File: src/rtl/fmt_pkg.sv
package fmt_pkg;

   // Which part of a result is on the bus
   typedef enum logic {
      PH_LOW  = 1'b0,
      PH_HIGH = 1'b1
   } phase_e;

endpackage

File: src/rtl/fmt_split.sv
// Rising-edge core: accepts results and steps through the high and low parts.
module fmt_split #(
   parameter int RES_W = 14,
   parameter int BUS_W = 8
) (
   input  logic             clk_i,
   input  logic             rst_ni,
   input  logic [RES_W-1:0] res_i,
   input  logic             res_vld_i,
   output logic [BUS_W-1:0] bus_o,
   output logic             phase_o
);
   import fmt_pkg::*;

   localparam int LO_W  = RES_W - BUS_W;
   localparam int PAD_W = BUS_W - LO_W;

   phase_e           ph_q;
   logic [BUS_W-1:0] bus_q;
   logic [LO_W-1:0]  lo_q;
   logic             take;
   logic [BUS_W-1:0] lo_bus;

   assign take   = res_vld_i && (ph_q == PH_LOW);
   assign lo_bus = {lo_q, {PAD_W{1'b0}}};

   always_ff @(posedge clk_i or negedge rst_ni) begin
      if (!rst_ni) begin
         ph_q  <= PH_LOW;
         bus_q <= '0;
         lo_q  <= '0;
      end else if (take) begin
         bus_q <= res_i[RES_W-1:LO_W];
         lo_q  <= res_i[LO_W-1:0];
         ph_q  <= PH_HIGH;
      end else if (ph_q == PH_HIGH) begin
         bus_q <= lo_bus;
         ph_q  <= PH_LOW;
      end
   end

   assign bus_o   = bus_q;
   assign phase_o = (ph_q == PH_HIGH);

   AST_HI_ONE_PERIOD: assert property (@(posedge clk_i) disable iff (!rst_ni)
      (ph_q == PH_HIGH) |=> (ph_q == PH_LOW));
   AST_HI_BITS: assert property (@(posedge clk_i) disable iff (!rst_ni)
      $rose(ph_q == PH_HIGH) |-> (bus_q == $past(res_i[RES_W-1:LO_W])));
   AST_LO_BITS: assert property (@(posedge clk_i) disable iff (!rst_ni)
      $fell(ph_q == PH_HIGH) |-> (bus_q[BUS_W-1:PAD_W] == $past(res_i[LO_W-1:0], 2)));
   AST_LO_PAD: assert property (@(posedge clk_i) disable iff (!rst_ni)
      $fell(ph_q == PH_HIGH) |-> (bus_q[PAD_W-1:0] == '0));
   AST_IDLE_HOLD: assert property (@(posedge clk_i) disable iff (!rst_ni)
      ((ph_q == PH_LOW) && !res_vld_i) |=> $stable(bus_q));
   AST_BUSY_IGNORE: assert property (@(posedge clk_i) disable iff (!rst_ni)
      ((ph_q == PH_HIGH) && res_vld_i) |=> !$rose(ph_q == PH_HIGH));

endmodule

File: src/rtl/fmt_launch.sv
// Output launch stage: picks the rising-edge value or a falling-edge retimed copy.
module fmt_launch #(
   parameter int W         = 9,
   parameter bit FALL_PATH = 1'b1
) (
   input  logic         clk_i,
   input  logic         rst_ni,
   input  logic         edge_sel_i,
   input  logic [W-1:0] rise_i,
   output logic [W-1:0] out_o
);
   generate
      if (FALL_PATH) begin : g_fall
         logic [W-1:0] fall_q;

         always_ff @(negedge clk_i or negedge rst_ni) begin
            if (!rst_ni) fall_q <= '0;
            else         fall_q <= rise_i;
         end

         assign out_o = edge_sel_i ? rise_i : fall_q;

         AST_FALL_ALIGNED: assert property (@(posedge clk_i) disable iff (!rst_ni)
            fall_q == rise_i);
      end else begin : g_rise_only
         logic unused_sel;
         assign unused_sel = edge_sel_i;
         assign out_o      = rise_i;
      end
   endgenerate

endmodule

File: src/rtl/result_byte_fmt.sv
module result_byte_fmt #(
   parameter int RES_W     = 14,
   parameter int BUS_W     = 8,
   parameter bit FALL_PATH = 1'b1
) (
   input  logic             clk_i,
   input  logic             rst_ni,
   input  logic [RES_W-1:0] res_i,
   input  logic             res_vld_i,
   input  logic             edge_sel_i,
   output logic [BUS_W-1:0] bus_o,
   output logic             phase_hi_o
);
   localparam int LW = BUS_W + 1;

   initial begin
      AST_PARAMS: assert (RES_W > BUS_W && RES_W < 2 * BUS_W)
         else $error("result width must lie strictly between bus width and twice it");
   end

   logic [BUS_W-1:0] rise_bus;
   logic             rise_ph;
   logic [LW-1:0]    launched;

   fmt_split #(.RES_W(RES_W), .BUS_W(BUS_W)) u_split (
      .clk_i     (clk_i),
      .rst_ni    (rst_ni),
      .res_i     (res_i),
      .res_vld_i (res_vld_i),
      .bus_o     (rise_bus),
      .phase_o   (rise_ph)
   );

   fmt_launch #(.W(LW), .FALL_PATH(FALL_PATH)) u_launch (
      .clk_i      (clk_i),
      .rst_ni     (rst_ni),
      .edge_sel_i (edge_sel_i),
      .rise_i     ({rise_ph, rise_bus}),
      .out_o      (launched)
   );

   assign phase_hi_o = launched[LW-1];
   assign bus_o      = launched[BUS_W-1:0];

   AST_RST_QUIET: assert property (@(posedge clk_i)
      !rst_ni |-> (bus_o == '0 && !phase_hi_o));

endmodule

File: config.mk
export PLATFORM = sky130hd
export DESIGN_NAME = result_byte_fmt
export DESIGN_NICKNAME = d
export VERILOG_FILES = /design/src/rtl/fmt_pkg.sv /design/src/rtl/fmt_split.sv /design/src/rtl/fmt_launch.sv /design/src/rtl/result_byte_fmt.sv
export SDC_FILE = /design/constraint.sdc
export NUM_CORES = 1
export LEC_CHECK = 0
export ABC_AREA = 1
export BUFFER_PORTS_ARGS = -buffer_cell sky130_fd_sc_hd__buf_2
export CAP_MARGIN = 10
export CORE_ASPECT_RATIO = 0.8
export CORE_UTILIZATION = 54
export CTS_BUF_LIST = sky130_fd_sc_hd__clkbuf_8
export CTS_CLUSTER_DIAMETER = 40
export CTS_CLUSTER_SIZE = 8
export DETAILED_ROUTE_END_ITERATION = 7
export GPL_TIMING_DRIVEN = 0
export PLACE_DENSITY_LB_ADDON = 0.05
export SYNTH_ARGS = -nofsm -noshare
export SYNTH_HDL_FRONTEND = slang
export SYNTH_SLANG_ARGS = --single-unit
File: constraint.sdc
create_clock -name clk_i -period 1.5 [get_ports clk_i]
set_input_delay 0.075 -clock clk_i [delete_from_list [all_inputs] [get_ports clk_i]]
set_output_delay 0.075 -clock clk_i [all_outputs]
set_load 0.05 [all_outputs]
==> run metrics <==
first-pass GRT wire length 3370 µm; PwrDens 1120 nW/µm²; top cell type's share of synthesized area 37.8%; GRT overflow 0; Die Span X 49.9 µm; Clock Sinks 24; Max Cap Viol 0; met3 GRT Util 6.82%; largest net degree at the start of global routing 25; total CTS buffers 3; sequential share of power 48.8%; root buffer cell clkbuf_8; CP cell instances inv_2, o21ai_4, buf_6; final std cells w/o fill 165; critical path peak fanout 1; Final Hold Fails 0; actual slew at the worst max-slew pin 516 ps; Min-Delay Path Depth 3; net count after synthesis 125; R2R Path Start u_split.bus_o[3]$_DFFE_PN0P_; CP Launch Type flip-flop; Synth Cell Area 992 µm²; Clock Latency Late Sink 270 ps; Arrival @ worst endpoint 1790 ps; Seq/Total Area, Yosys 60.5%; Syn Area/Cell 9.27 µm²; switching part of the total 32.0%; Switch Pwr 0.000509 W; Via-to-Cell Ratio 4.78; status complete, but fails checks; reg2reg path depth 0; Boundary Pins 27; IR drop worst, VDD 0.000907 V; required time of the critical path 1420 ps; Final ANT Viol Nets 0; r2r setup slk 190 ps; DRC 0; GRT Resource Usage Total 24.1%; CP top delay family flip-flops; vias in the first global route 812; violated checks setup timing; Comb pwr share 27.7%; routed via count 789; Max H-tree Level 1; buffer and inverter count on the worst path 2; CP max stage cell dfrtn_1; unrepaired setup endpoints after global routing yes; antenna cell count 0; Final setup viols 9; initial antenna violation count 0; Iter 0 DRT Violations 9; die area 2010 µm²; Initial Util 59.2%; placeable core region 1680 µm²; Synth Instances 107; clock share of power 23.5%; Slew headroom 65.6%; Final Skew 13.1 ps; FF-to-FF End u_launch.g_fall.fall_q[3]$_DFF_NN0_; Die H 40.3 µm; GP Congestion 0.715; number of synthesized register bits 24; clock-pin transition on the worst setup and hold timing paths 80 ps; Ys Warns 0; DP Cell Count 153; Worst Hold Class in -> reg; unique cell type count in the Yosys netlist 17; row count 13; Post-Route WL 1980 µm; DP HPWL 1360 µm; Hold Path Origin res_i[4]; P_leak 0.710 nW; critical path class reg -> out; Longest Clk Path Bufs 2; dominant cell type by area after synthesis dfrtp_1; CTS tree yes; Fin Hold WS 6.24 ps; WHS Endpoint u_split.lo_q[4]$_DFFE_PN0P_; layout cells sized above 1 37.8%; main area contributors after synthesis dfrtp_1, dfrtn_1, nand2_1; routing usage on met1 25.5%; Routed wire per std cell 12.0 µm; Layout area overhead 43.6%; GR peak layer met2; GR Util met2 49.0%; drt pass-1 iters 4; Final WS setup -367 ps; internal power 0.00108 W; Final Max Tran Viols 0; Buffers on Ports 24; # nets final 162; Util after Layout 85.1%; crit end category output pin; max incr delay on CP 400 ps
## metal layers
layer  part of all wire [%]  vias up
met5                      0        -
met4                   0.45        0
met3                    3.7        2
met2                     51       21
met1                     45      364
li1                       -      402
## cells by family after synthesis
group	count (synthesis)	synth area share (%)
simple gates	60	27.4
buf+inv	14	7.57
flops	24	60.5
compound gates	9	4.54
## cell usage after synthesis
cell type  instances
inv_1              8
a21oi_1            1
nor2_8             1
buf_2              1
nand2_1           44
o21ai_0            7
nand2_4            1
nor2_1             1
inv_4              1
buf_4              1
nor2_4             1
inv_2              1
o21ai_1            1
dfrtn_1            9
buf_6              2
nand3_1           12
dfrtp_1           15
## flip-flops by register name (all words and copies together), names as in the netlist
signal                  cells
u_split.lo_q                6
u_launch.g_fall.fall_q      9
u_split.phase_o             1
u_split.bus_o               8
## layout make-up
class / count / area (µm²)
Clock buffer: 3 / 41.3
Fill cell: 106 / 250
Tap cell: 22 / 27.5
Timing Repair Buffer: 32 / 256
Clock inverter: 1 / 3.75
Multi-Input combinational cell: 69 / 420
Buffer: 4 / 35.0
Inverter: 10 / 40.0
Sequential cell: 24 / 601
## through the flow
| stage | setup WS [ps] | power [W] | area, µm² | setup TNS, ps |
|---|---|---|---|---|
| after detailed placement | -154 | 0.00116 | 1240 | -1160 |
| after global routing | -397 | 0.00166 | 1430 | -3460 |
| final | -367 | 0.00159 | 1430 | -3160 |
| after CTS | -372 | 0.00160 | 1430 | -3170 |
| after floorplan | -73.2 | 0.00106 | 1090 | -519 |
| after global placement | -127 | 0.00114 | 1240 | -986 |
## worst max path at each step
stage | slack [ps] | cells past startpoint | startpoint | to
5_1_grt | -400 | 3 | u_launch.g_fall.fall_q[8]$_DFF_NN0_ | phase_hi_o
4_1_cts | -370 | 3 | u_launch.g_fall.fall_q[8]$_DFF_NN0_ | phase_hi_o
2_1_floorplan | -70 | 2 | u_launch.g_fall.fall_q[8]$_DFF_NN0_ | phase_hi_o
6_report | -370 | 3 | u_launch.g_fall.fall_q[4]$_DFF_NN0_ | bus_o[4]
3_3_place_gp | -130 | 3 | u_launch.g_fall.fall_q[8]$_DFF_NN0_ | phase_hi_o
3_5_place_dp | -150 | 3 | u_launch.g_fall.fall_q[8]$_DFF_NN0_ | phase_hi_o
## power by group through the flow
stage	Sequential (W)	Clock [W]	Combinational [W]
3_3_place_gp	0.000778	0	0.000363
5_1_grt	0.000785	0.000400	0.000476
3_5_place_dp	0.000782	0	0.000375
4_1_cts	0.000775	0.000384	0.000441
6_report	0.000777	0.000374	0.000441
2_1_floorplan	0.000770	0	0.000293
## placed cells by master, fill, tap and decap left out
cell type,count
nor2_2,1
a21oi_4,1
buf_6,11
nor2_4,1
nand3_1,12
nor2_8,1
buf_2,16
nand2_4,1
clkinv_1,1
dfrtp_1,15
inv_4,1
nand2_1,44
o21ai_4,8
inv_2,9
dfrtn_1,9
buf_4,1
clkbuf_8,3
dlygate4sd3_1,8
## repair_timing
item | CTS | global route
hold buffers | 8 | 0
pin swaps | 5 | 3
cloned | 0 | 0
setup endpoints to repair | 9 | 9
resized for setup | 27 | 0
hold endpoints to repair | 22 | 0
setup buffers | 0 | 0
Note: power is estimated with default switching activity, not from simulation.
